## src/rtl/edo_ctrl_pkg.sv

```systemverilog
`timescale 1ns/1ps
package edo_ctrl_pkg;

    typedef enum logic [2:0] {
        ST_IDLE,
        ST_ACT,
        ST_CSETUP,
        ST_CAS,
        ST_CPRE,
        ST_PRE,
        ST_RCAS,
        ST_RRAS
    } ctrl_state_t;

    function automatic int ceil_cyc(input int ps, input int clk_ps);
        return (ps + clk_ps - 1) / clk_ps;
    endfunction

    function automatic int max2(input int a, input int b);
        return (a > b) ? a : b;
    endfunction

endpackage

```

## src/rtl/edo_wait_timer.sv

```systemverilog
`timescale 1ns/1ps
module edo_wait_timer #(
    parameter int CNT_W = 8
) (
    input  logic             clk,
    input  logic             rst_n,
    input  logic             load,
    input  logic [CNT_W-1:0] load_val,
    output logic             done
);
    logic [CNT_W-1:0] cnt;

    always_ff @(posedge clk) begin
        if (!rst_n) begin
            cnt <= '0;
        end else if (load) begin
            cnt <= load_val;
        end else if (cnt != '0) begin
            cnt <= cnt - 1'b1;
        end
    end

    assign done = (cnt == '0);
endmodule

```

## src/rtl/edo_refresh_timer.sv

```systemverilog
`timescale 1ns/1ps
module edo_refresh_timer #(
    parameter int PERIOD = 1954
) (
    input  logic clk,
    input  logic rst_n,
    input  logic clr,
    output logic pend
);
    localparam int W = (PERIOD > 1) ? $clog2(PERIOD) : 1;

    logic [W-1:0] cnt;
    logic         tick;

    assign tick = (cnt == W'(PERIOD - 1));

    always_ff @(posedge clk) begin
        if (!rst_n) begin
            cnt  <= '0;
            pend <= 1'b0;
        end else begin
            cnt <= tick ? '0 : cnt + 1'b1;
            if (tick) begin
                pend <= 1'b1;
            end else if (clr) begin
                pend <= 1'b0;
            end
        end
    end
endmodule

```

## src/rtl/edo_dram_ctrl.sv

```systemverilog
`timescale 1ns/1ps
module edo_dram_ctrl
    import edo_ctrl_pkg::*;
#(
    parameter int MUX_W     = 10,
    parameter int DQ_W      = 16,
    parameter int CNT_W     = 8,
    parameter int CLK_PS    = 8000,
    parameter int T_RCD_PS  = 20000,
    parameter int T_RAC_PS  = 50000,
    parameter int T_CAC_PS  = 14000,
    parameter int T_AA_PS   = 25000,
    parameter int T_PC_PS   = 30000,
    parameter int T_RC_PS   = 85000,
    parameter int T_RP_PS   = 30000,
    parameter int T_CSR_PS  = 10000,
    parameter int T_RASR_PS = 50000,
    parameter int REFI_PS   = 15625000
) (
    input  logic                 clk,
    input  logic                 rst_n,
    input  logic                 host_req,
    input  logic                 host_wr,
    input  logic [2*MUX_W-1:0]   host_addr,
    input  logic [DQ_W-1:0]      host_wdata,
    input  logic [1:0]           host_be,
    output logic                 host_ack,
    output logic [DQ_W-1:0]      host_rdata,
    output logic [MUX_W-1:0]     dram_addr,
    output logic                 dram_ras_n,
    output logic                 dram_ucas_n,
    output logic                 dram_lcas_n,
    output logic                 dram_we_n,
    output logic                 dram_oe_n,
    output logic [DQ_W-1:0]      dram_dq_out,
    output logic                 dram_dq_oe,
    input  logic [DQ_W-1:0]      dram_dq_in
);
    localparam int HALF_W  = DQ_W / 2;
    localparam int N_RCD   = max2(1, ceil_cyc(T_RCD_PS, CLK_PS));
    localparam int N_COL   = max2(1, max2(ceil_cyc(T_CAC_PS, CLK_PS), ceil_cyc(T_AA_PS, CLK_PS)));
    localparam int N_COL_F = max2(N_COL, ceil_cyc(T_RAC_PS, CLK_PS) - N_RCD - 1);
    localparam int N_CP    = max2(1, ceil_cyc(T_PC_PS, CLK_PS) - N_COL - 1);
    localparam int N_RC    = max2(1, ceil_cyc(T_RC_PS, CLK_PS));
    localparam int N_RP    = max2(1, ceil_cyc(T_RP_PS, CLK_PS));
    localparam int N_CSR   = max2(1, ceil_cyc(T_CSR_PS, CLK_PS));
    localparam int N_RASR  = max2(1, ceil_cyc(T_RASR_PS, CLK_PS));
    localparam int REF_PER = max2(2, ceil_cyc(REFI_PS, CLK_PS));

    ctrl_state_t      state, nxt;
    logic             wt_load, wt_done, rc_load, rc_done, ref_pend, ref_clr;
    logic [CNT_W-1:0] wt_val;
    logic             row_open, fresh, lat_wr, row_hit;
    logic [MUX_W-1:0] open_row, lat_col;
    logic [DQ_W-1:0]  lat_wdata, lane_mask;
    logic [1:0]       lat_be;

    edo_wait_timer #(.CNT_W(CNT_W)) u_phase_timer (
        .clk(clk), .rst_n(rst_n), .load(wt_load), .load_val(wt_val), .done(wt_done)
    );

    edo_wait_timer #(.CNT_W(CNT_W)) u_rc_guard (
        .clk(clk), .rst_n(rst_n), .load(rc_load),
        .load_val(CNT_W'(N_RC - 1)), .done(rc_done)
    );

    edo_refresh_timer #(.PERIOD(REF_PER)) u_refresh (
        .clk(clk), .rst_n(rst_n), .clr(ref_clr), .pend(ref_pend)
    );

    assign row_hit   = row_open && (host_addr[2*MUX_W-1:MUX_W] == open_row);
    assign rc_load   = (state != nxt) && ((nxt == ST_ACT) || (nxt == ST_RRAS));
    assign ref_clr   = (state == ST_IDLE) && (nxt == ST_RCAS);
    assign lane_mask = {{HALF_W{lat_be[1]}}, {HALF_W{lat_be[0]}}};

    // next state and phase-timer load
    always_comb begin
        nxt     = state;
        wt_load = 1'b0;
        wt_val  = '0;
        unique case (state)
            ST_IDLE: begin
                if (ref_pend) begin
                    if (row_open) begin
                        nxt = ST_PRE;  wt_load = 1'b1; wt_val = CNT_W'(N_RP - 1);
                    end else if (rc_done) begin
                        nxt = ST_RCAS; wt_load = 1'b1; wt_val = CNT_W'(N_CSR - 1);
                    end
                end else if (host_req) begin
                    if (row_hit) begin
                        nxt = ST_CSETUP; wt_load = 1'b1; wt_val = '0;
                    end else if (row_open) begin
                        nxt = ST_PRE;    wt_load = 1'b1; wt_val = CNT_W'(N_RP - 1);
                    end else if (rc_done) begin
                        nxt = ST_ACT;    wt_load = 1'b1; wt_val = CNT_W'(N_RCD - 1);
                    end
                end
            end
            ST_ACT: if (wt_done) begin
                nxt = ST_CSETUP; wt_load = 1'b1; wt_val = '0;
            end
            ST_CSETUP: if (wt_done) begin
                nxt = ST_CAS; wt_load = 1'b1;
                wt_val = fresh ? CNT_W'(N_COL_F - 1) : CNT_W'(N_COL - 1);
            end
            ST_CAS: if (wt_done) begin
                nxt = ST_CPRE; wt_load = 1'b1; wt_val = CNT_W'(N_CP - 1);
            end
            ST_CPRE: if (wt_done) nxt = ST_IDLE;
            ST_PRE:  if (wt_done && rc_done) nxt = ST_IDLE;
            ST_RCAS: if (wt_done) begin
                nxt = ST_RRAS; wt_load = 1'b1; wt_val = CNT_W'(N_RASR - 1);
            end
            ST_RRAS: if (wt_done) begin
                nxt = ST_PRE; wt_load = 1'b1; wt_val = CNT_W'(N_RP - 1);
            end
            default: nxt = ST_IDLE;
        endcase
    end

    // state register and per-access context
    always_ff @(posedge clk) begin
        if (!rst_n) begin
            state      <= ST_IDLE;
            row_open   <= 1'b0;
            open_row   <= '0;
            fresh      <= 1'b0;
            lat_col    <= '0;
            lat_wr     <= 1'b0;
            lat_wdata  <= '0;
            lat_be     <= '0;
            host_ack   <= 1'b0;
            host_rdata <= '0;
        end else begin
            state    <= nxt;
            host_ack <= 1'b0;
            if (state == ST_IDLE && host_req && !ref_pend) begin
                lat_col   <= host_addr[MUX_W-1:0];
                lat_wr    <= host_wr;
                lat_wdata <= host_wdata;
                lat_be    <= host_be;
            end
            if (state == ST_IDLE && nxt == ST_ACT) begin
                row_open <= 1'b1;
                open_row <= host_addr[2*MUX_W-1:MUX_W];
                fresh    <= 1'b1;
            end
            if (state != ST_PRE && nxt == ST_PRE) begin
                row_open <= 1'b0;
            end
            if (state == ST_CAS && wt_done) begin
                host_ack <= 1'b1;
                fresh    <= 1'b0;
                if (!lat_wr) host_rdata <= dram_dq_in & lane_mask;
            end
        end
    end

    // strobe decode
    always_comb begin
        dram_ras_n  = !(row_open || state == ST_RRAS);
        dram_ucas_n = 1'b1;
        dram_lcas_n = 1'b1;
        dram_we_n   = 1'b1;
        dram_oe_n   = 1'b1;
        dram_dq_oe  = 1'b0;
        dram_addr   = open_row;
        dram_dq_out = lat_wdata;
        unique case (state)
            ST_CSETUP, ST_CAS: begin
                dram_addr  = lat_col;
                dram_we_n  = !lat_wr;
                dram_oe_n  = lat_wr;
                dram_dq_oe = lat_wr;
                if (state == ST_CAS) begin
                    dram_ucas_n = !lat_be[1];
                    dram_lcas_n = !lat_be[0];
                end
            end
            ST_RCAS, ST_RRAS: begin
                dram_ucas_n = 1'b0;
                dram_lcas_n = 1'b0;
            end
            default: ;
        endcase
    end

    // ---------------- assertions ----------------
    logic             ras_prev;
    logic [CNT_W-1:0] ras_gap;

    always_ff @(posedge clk) begin
        if (!rst_n) begin
            ras_prev <= 1'b1;
            ras_gap  <= CNT_W'(N_RC);
        end else begin
            ras_prev <= dram_ras_n;
            if (ras_prev && !dram_ras_n) ras_gap <= CNT_W'(1);
            else if (ras_gap < CNT_W'(N_RC)) ras_gap <= ras_gap + 1'b1;
        end
    end

    assert_cbr_order_R5: assert property (@(posedge clk) disable iff (!rst_n)
        ($fell(dram_ras_n) && !dram_ucas_n && !dram_lcas_n)
        |-> ($past(!dram_ucas_n && !dram_lcas_n) && dram_we_n))
        else $error("CBR order violated");

    assert_we_before_cas_R7: assert property (@(posedge clk) disable iff (!rst_n)
        (($fell(dram_ucas_n) || $fell(dram_lcas_n)) && !dram_we_n) |-> $past(!dram_we_n))
        else $error("write enable late");

    assert_we_oe_excl_R7: assert property (@(posedge clk) disable iff (!rst_n)
        !dram_we_n |-> dram_oe_n)
        else $error("we and oe both active");

    assert_ras_cycle_R8: assert property (@(posedge clk) disable iff (!rst_n)
        $fell(dram_ras_n) |-> (ras_gap >= CNT_W'(N_RC)))
        else $error("row cycle too short");

    assert_ack_pulse_R10: assert property (@(posedge clk) disable iff (!rst_n)
        host_ack |=> !host_ack)
        else $error("ack wider than one cycle");

endmodule

```

## config.mk

```make
export PLATFORM = sky130hd
export DESIGN_NAME = edo_dram_ctrl
export DESIGN_NICKNAME = d
export VERILOG_FILES = /design/src/rtl/edo_ctrl_pkg.sv /design/src/rtl/edo_wait_timer.sv /design/src/rtl/edo_refresh_timer.sv /design/src/rtl/edo_dram_ctrl.sv
export SDC_FILE = /design/constraint.sdc
export NUM_CORES = 1
export LEC_CHECK = 0
export ABC_AREA = 1
export BUFFER_PORTS_ARGS = -buffer_cell sky130_fd_sc_hd__clkbuf_2
export CORE_MARGIN = 3
export CORE_UTILIZATION = 53
export CTS_BUF_LIST = sky130_fd_sc_hd__clkbuf_16
export DETAILED_ROUTE_END_ITERATION = 10
export GPL_TIMING_DRIVEN = 0
export PLACE_DENSITY = 0.87
export SYNTH_ARGS = -nofsm -noshare
export SYNTH_HDL_FRONTEND = slang
export SYNTH_SLANG_ARGS = --single-unit
```

## constraint.sdc

```tcl
create_clock -name clk -period 2.3 [get_ports clk]
set_input_delay 0.345 -clock clk [delete_from_list [all_inputs] [get_ports clk]]
set_output_delay 0.345 -clock clk [all_outputs]
set_load 0.01 [all_outputs]
```

==> summary.md, run 1 <==
| Metric | Value |
|---|---|
| Status | `completed` |
| Setup WS post-layout | `0.1041 ns` |
| Final setup vio count | `0` |
| VDD IR max | `814.2 uV` |
| Die Ht | `95.86 microns` |
| Logic pwr share | `50.9%` |
| Tightest Hold Check Type | `in2reg` |
| Yosys Warn Count | `0` |
| Peak Freq | `0.4554 GHz` |
| Slowest stage cell on the critical path | `dfxtp_2` |
| Die area | `9188 sq um` |
| WHS Path Cells | `3` |
| Tightest Pin Transition | `0.6366 ns` |
| Top FF cell, synth | `dfxtp_1` |
| Vias in the first global route | `4157` |
| Critical path cell sequence | `inv_4 > nand2_1 > nor2_1 > inv_2 > nand2_2 > clkbuf_4 > o21ai_0 > clkbuf_2` |
| Tcrit/Tclk final | `95.47%` |
| Switching part of the total power | `43.44%` |
| Max incr delay on CP | `0.43 ns` |
| Syn avg cell area | `6.902 sq um` |
| Die width | `95.86 microns` |
| Cells after synthesis | `620` |
| H-tree depth | `3` |
| Part of the power in registers | `27.8%` |
| Num Clock Sinks | `88` |
| WL final | `11.39 mm` |
| EDFF count, synth | `0` |
| Post-route ant nets | `0` |
| Starting DRC count in detailed routing | `273` |
| Reg2reg start | `u_phase_timer.cnt[0]` |
| WP data required | `1.96 ns` |
| Diode count | `0` |
| Core area | `7767 sq um` |
| Layout cells sized above 1 | `25.23%` |
| CTS Buf Count | `9` |
| Worst Skew | `0.007489 ns` |
| Row count | `32` |
| Post-DP HPWL | `8.182 mm` |
| Total grt overflow | `0` |
| Final Hold Vio Count | `0` |
| CP Max Fanout | `10` |
| Max_slew headroom | `57.56%` |
| Dpl cell area | `4932 sq um` |
| Internal Dissipation | `4.250 mW` |
| First-pass GRT wire length | `17.98 mm` |
| CP endpoint | `dram_addr[0]` |
| Reg2Reg Depth | `16` |
| Clk buf depth | `2` |
| Fillers | `631` |
| Vias per cell | `5.247` |
| CTS tree | `done` |
| Most frequent cells in the layout | `136 x nand2_1, 106 x nor2_1, 106 x clkbuf_2` |
| Initial Util | `55.09%` |
| DRC | `0` |
| Worst-skew pair later-pin latency | `0.34 ns` |
| CP Launch Point | `state[0]` |
| Pwr/cell area | `1396 nW/um^2` |
| Distinct cell type count after synthesis | `43` |
| Crit. End Element | `output pin` |
| Fin area | `5384 sq um` |
| Clock-pin slew on the worst setup and hold paths | `0.07 ns` |
| GRT Resource Usage Total | `24.62%` |
| Max-slew violations | `0` |
| WS Path Type | `reg2out` |
| Seq/Total Area, Yosys | `41.17%` |
| Io pins | `107` |
| P_sw | `3.265 mW` |
| Syn Nets | `682` |
| Mapped Area | `4279 sq um` |
| Number of synthesized register bits | `88` |
| Hold_buf cts | `0` |
| Ys async rst share | `0%` |
| Max Cap Violations | `0` |
| Clk network pwr share | `21.4%` |
| Critical Path Start Type | `flip-flop` |
| Initial antenna violation count | `0` |
| Port Buffer Count | `105` |
| Vias | `4465` |
| Static Leak | `2.566 nW` |
| Worst R2R End | `open_row[7]` |
| Setup WS pre-CTS | `-0.01317 ns` |
| Flop-to-flop setup slack | `0.13 ns` |
| Routed WL per cell | `13.38 microns` |
| Largest net degree at the start of global routing | `17` |
| Final GP Congestion | `0.8894` |
| Root buffer cell | `clkbuf_16` |
| Period minus WS final | `2.196 ns` |
| First-pass DRT Iterations | `5` |
| Leading cell type in the layout, fill and taps excluded | `nand2_1` |
| Crit path arrival time | `1.85 ns` |
| Area grow syn2layout | `25.82%` |
| Layout Nets | `806` |
## worst max-delay path, delay by kind of cell (launching register included)
kind | cells | cell delay (ns)
and+or+nand+nor | 3 | 0.27
AOI/OAI and AO/OA | 1 | 0.24
buffers and inverters | 4 | 0.57
DFF | 1 | 0.43
## how the worst min path moves through the flow
stage	startpoint	to	slack (ns)
after floorplan	u_refresh.cnt[0]	u_refresh.cnt[0]	0.43
after global placement	u_refresh.cnt[0]	u_refresh.cnt[0]	0.45
after detailed placement	host_rdata[13]	host_rdata[13]	0.46
after CTS	dram_dq_in[13]	host_rdata[13]	0.24
after global routing	dram_dq_in[13]	host_rdata[13]	0.24
final	dram_dq_in[13]	host_rdata[13]	0.25
## per-stage QoR
stage | TNS [ns] | utilization [%] | cells | total power [mW] | hold WS (ns)
detailed placement | -0.05584 | 63.50 | 827 | 5.467 | 0.4600
global placement | 0 | 63.50 | 827 | 5.320 | 0.4487
floorplan | 0 | - | 620 | 4.615 | 0.4334
CTS | 0 | 68.14 | 845 | 7.183 | 0.2413
global route | -0.06166 | 69.31 | 851 | 8.039 | 0.2436
finish | 0 | 69.31 | 851 | 7.515 | 0.2476
## registers in the layout, indices dropped and copies added, names as in the netlist
name               cells
dram_dq_out           16
host_ack               1
host_rdata            16
lat_be                 2
lat_col               10
lat_wr                 1
open_row              10
row_open               1
state                  3
u_phase_timer.cnt      8
u_rc_guard.cnt         8
u_refresh.cnt         11
u_refresh.pend         1
## cell type report
| type | count | area (sq um) | area share (%) |
|---|---|---|---|
| multi-input combinational | 440 | 2193 | 40.74 |
| sequential | 88 | 1764 | 32.77 |
| timing repair buffer | 113 | 585.6 | 10.88 |
| inverter | 67 | 254.0 | 4.718 |
| clock buffer | 9 | 225.2 | 4.183 |
| buffer | 25 | 131.4 | 2.440 |
| tap | 102 | 127.6 | 2.370 |
| clock inverter | 7 | 102.6 | 1.906 |
## logic make-up (layout without fill, tap and decap cells)
kind of cell    Yosys count  in the layout  synth area share (%)
flops                    88             88                 41.17
fa+ha+maj                 4              4                 1.170
simple gates            329            329                 35.06
buf+inv                  92            221                 8.538
compound gates           99             99                 12.43
xor+xnor                  8              8                 1.637
## routing by layer
metal	vias to the layer above	part of all wire [%]	wire, microns	track usage (%)
met1	2058	40	4608	29.46
met4	0	1.4	161	7.938
met5	-	0	0	0
met2	167	51	5821	43.02
li1	2219	-	-	-
met3	21	7.0	795	6.255
## power by group through the flow
stage          clock network [mW]  registers, mW  logic, mW
6_report                     1.61           2.09       3.82
5_1_grt                      1.69           2.12       4.23
3_5_place_dp                    0           2.10       3.37
3_3_place_gp                    0           2.08       3.24
4_1_cts                      1.62           2.07       3.49
2_1_floorplan                   0           2.10       2.51
## synth_stat cells, types with 2 or more instances
cell type	instances	area share (%)
xor2_1	5	1.0
nand3_2	3	0.70
nand4_1	5	0.73
nand2_4	3	0.79
or2_2	2	0.29
clkinv_1	3	0.26
nor2_1	108	9.5
dfxtp_1	88	41
nand3_1	14	1.6
clkbuf_1	16	1.4
buf_6	2	0.53
nand3b_1	16	2.8
o211ai_1	2	0.35
inv_1	55	4.8
nor2_4	4	1.1
nor3_1	11	1.3
buf_1	3	0.26
nand2_2	6	0.88
nand2_1	138	12
o21ai_1	5	0.58
inv_2	9	0.79
nor2_2	8	1.2
xnor2_1	3	0.61
buf_2	4	0.47
a21oi_1	36	4.2
ha_1	4	1.2
nor3b_1	4	0.70
o21ai_0	46	5.4
a21oi_2	3	0.61
## what timing repair did
action	in CTS	in global routing
setup endpoints to repair	22	32
gates cloned	0	1
pin swaps	2	6
resized for setup	8	16
buffers inserted	2	5
Power figures use the tool's default switching activity.
==> run 2, diff against run 1 <==
CORE_UTILIZATION = 50   (was 53)
PLACE_DENSITY = 0.83   (was 0.87)
==> summary.md, run 2 (same netlist as run 1, synthesis figures left out) <==
| Metric | Value |
|---|---|
| Setup WS post-layout | `0.1383 ns (was 0.1041 ns)` |
| CP Max Fanout | `6 (was 10)` |
| CTS Buf Count | `9 (unchanged)` |
| Non-Filler Instances | `852 (was 851)` |
| Pwr/cell area | `1360 nW/um^2 (was 1396 nW/um^2)` |
| Max Cap Violations | `0 (unchanged)` |
| Layout Nets | `805 (was 806)` |
| Period minus WS final | `2.162 ns (was 2.196 ns)` |
| Hold Crit Start | `dram_dq_in[12] (was dram_dq_in[13])` |
| Most frequent cells in the layout | `137 x nand2_1, 107 x nor2_1, 105 x clkbuf_2 (was 136 x nand2_1, 106 x nor2_1, 106 x clkbuf_2)` |
| Flop-to-flop setup slack | `0.14 ns (was 0.13 ns)` |
| First-pass GRT wire length | `17.92 mm (was 17.98 mm)` |
| Routed WL per cell | `12.90 microns (was 13.38 microns)` |
| Root buffer cell | `clkbuf_16 (unchanged)` |
| CTS tree | `done (unchanged)` |
| Max-slew violations | `0 (unchanged)` |
| Layout cells sized above 1 | `24.63% (was 25.23%)` |
| First-pass DRT Iterations | `5 (unchanged)` |
| Worst Skew | `0.01030 ns (was 0.007489 ns)` |
| Worst R2R End | `u_rc_guard.cnt[0] (was open_row[7])` |
| Max_slew headroom | `59.02% (was 57.56%)` |
| Multi-input logic area | `2202 sq um (was 2193 sq um)` |
| Setup WS pre-CTS | `-0.02842 ns (was -0.01317 ns)` |
| Crit path arrival time | `2.39 ns (was 1.85 ns)` |
| Dpl cell area | `4936 sq um (was 4932 sq um)` |
| Io pins | `107 (unchanged)` |
| Area grow syn2layout | `24.85% (was 25.82%)` |
| Status | `completed (unchanged)` |
| Register Area | `1763 sq um (was 1764 sq um)` |
| Die width | `98.51 microns (was 95.86 microns)` |
| Die Ht | `98.51 microns (was 95.86 microns)` |
| Reg2reg start | `u_phase_timer.cnt[0] (unchanged)` |
| WP data required | `2.52 ns (was 1.96 ns)` |
| Initial Util | `51.82% (was 55.09%)` |
| Fin area | `5343 sq um (was 5384 sq um)` |
| Vias in the first global route | `4136 (was 4157)` |
| Total grt overflow | `0 (unchanged)` |
| Vias per cell | `5.127 (was 5.247)` |
| Hold worst-path end | `host_rdata[12] (was host_rdata[13])` |
| Largest net degree at the start of global routing | `15 (was 17)` |
| Worst-skew pair later-pin latency | `0.33 ns (was 0.34 ns)` |
| Post-route ant nets | `0 (unchanged)` |
| Static Leak | `2.536 nW (was 2.566 nW)` |
| Critical Path Start Type | `flip-flop (unchanged)` |
| Reg2Reg Depth | `13 (was 16)` |
| Crit. End Element | `flip-flop (was output pin)` |
| Vias | `4368 (was 4465)` |
| Post-DP HPWL | `8.276 mm (was 8.182 mm)` |
| Die area | `9704 sq um (was 9188 sq um)` |
| Tcrit/Tclk final | `93.99% (was 95.47%)` |
| VDD IR max | `829.4 uV (was 814.2 uV)` |
| Tightest Hold Check Type | `in2reg (unchanged)` |
| Hold_ws | `0.2568 ns (was 0.2476 ns)` |
| Layout Utilization | `64.70% (was 69.31%)` |
| Final setup vio count | `0 (unchanged)` |
| Peak Freq | `0.4626 GHz (was 0.4554 GHz)` |
| Hold_buf cts | `0 (unchanged)` |
| Port Buffer Count | `105 (unchanged)` |
| GRT Resource Usage Total | `22.18% (was 24.62%)` |
| Clock-pin slew on the worst setup and hold paths | `0.07 ns (about the same)` |
| DRC | `0 (unchanged)` |
| Clk buf depth | `2 (unchanged)` |
| Tightest Pin Transition | `0.6147 ns (was 0.6366 ns)` |
| WL final | `10.99 mm (was 11.39 mm)` |
| Final Hold Vio Count | `0 (unchanged)` |
| Fillers | `746 (was 631)` |
| WS Path Type | `reg2reg (was reg2out)` |
| Starting DRC count in detailed routing | `212 (was 273)` |
| Final GP Congestion | `0.8920 (was 0.8894)` |
| Diode count | `0 (unchanged)` |
| WHS Path Cells | `3 (unchanged)` |
| Core area | `8258 sq um (was 7767 sq um)` |
| Placed cell count | `830 (was 827)` |
| Leading cell type in the layout, fill and taps excluded | `nand2_1 (unchanged)` |
| Initial antenna violation count | `0 (unchanged)` |
| Row count | `33 (was 32)` |
| H-tree depth | `3 (unchanged)` |
| Num Clock Sinks | `88 (unchanged)` |
[run 2: cell count changes in the layout (fill, tap and decap cells not counted), sizes merged]
cell,delta
clkinv,-1
clkbuf,-1
inv,-1
clkinvlp,+2
bufinv,-1
[run 2: repair_timing]
item / CTS / global route
setup buffers: 3 / 3
endpoints found under the setup margin: 22 / 32
gates cloned: 0 / 1
pin swaps: 2 / 4
gates resized for setup: 6 / 19
[run 2: cell type report]
cell class	count	area share (%)
clock buffer	9	4.215
sequential	88	33.00
clock inverter	6	1.148
buffer	25	2.389
timing repair buffer	112	10.82
tap	105	2.459
multi-input combinational	440	41.22
inverter	67	4.754
[run 2: power by group]
| part | leakage (nW) | total (mW) | internal (mW) | switching, mW |
|---|---|---|---|---|
| Combinational | 1.68 | 3.78 | 1.40 | 2.37 |
| Clock | 0.137 | 1.41 | 0.831 | 0.578 |
| Sequential | 0.721 | 2.08 | 1.87 | 0.209 |
| Total | 2.54 | 7.26 | 4.11 | 3.16 |
[run 2: layer usage]
| layer | vias to the layer above | part of all wire, % | routed length, microns | track usage, % |
|---|---|---|---|---|
| li1 | 2215 | - | - | - |
| met2 | 149 | 50 | 5504 | 39.99 |
| met1 | 1979 | 41 | 4451 | 25.53 |
| met4 | 0 | 2.4 | 262 | 7.668 |
| met5 | - | 0 | 0 | 0 |
| met3 | 25 | 7.0 | 771 | 5.449 |
[run 2: how the worst max path moves through the flow]
stage                              endpoint                  from  slack [ns]  cells past startpoint
after detailed placement        open_row[6]     u_rc_guard.cnt[0]       -0.03                     18
after global routing      u_rc_guard.cnt[2]  u_phase_timer.cnt[0]      -0.008                     16
final                     u_rc_guard.cnt[0]  u_phase_timer.cnt[0]        0.14                     13
after CTS                       open_row[9]     u_rc_guard.cnt[0]        0.01                     18
after floorplan                 open_row[1]     u_rc_guard.cnt[0]        0.31                     18
after global placement          open_row[6]     u_rc_guard.cnt[0]        0.06                     18
[run 2: stage by stage]
step,power (mW),TNS [ns]
after global placement,5.326,0
after detailed placement,5.478,-0.07564
after global routing,7.831,-0.01987
final,7.265,0
after CTS,6.983,0
after floorplan,4.615,0
[run 2: critical path, stage by stage (launching register included)]
cell     delay [ns]
dfxtp_1        0.32
inv_2          0.07
ha_2           0.18
nand2_1        0.10
nor2_4         0.15
nand2_4        0.08
o21ai_1        0.27
nand2_1        0.17
a21oi_4        0.24
nand4_1        0.12
nand2_1        0.10
nand2_2        0.08
nand2_4        0.13
nor2_2         0.04
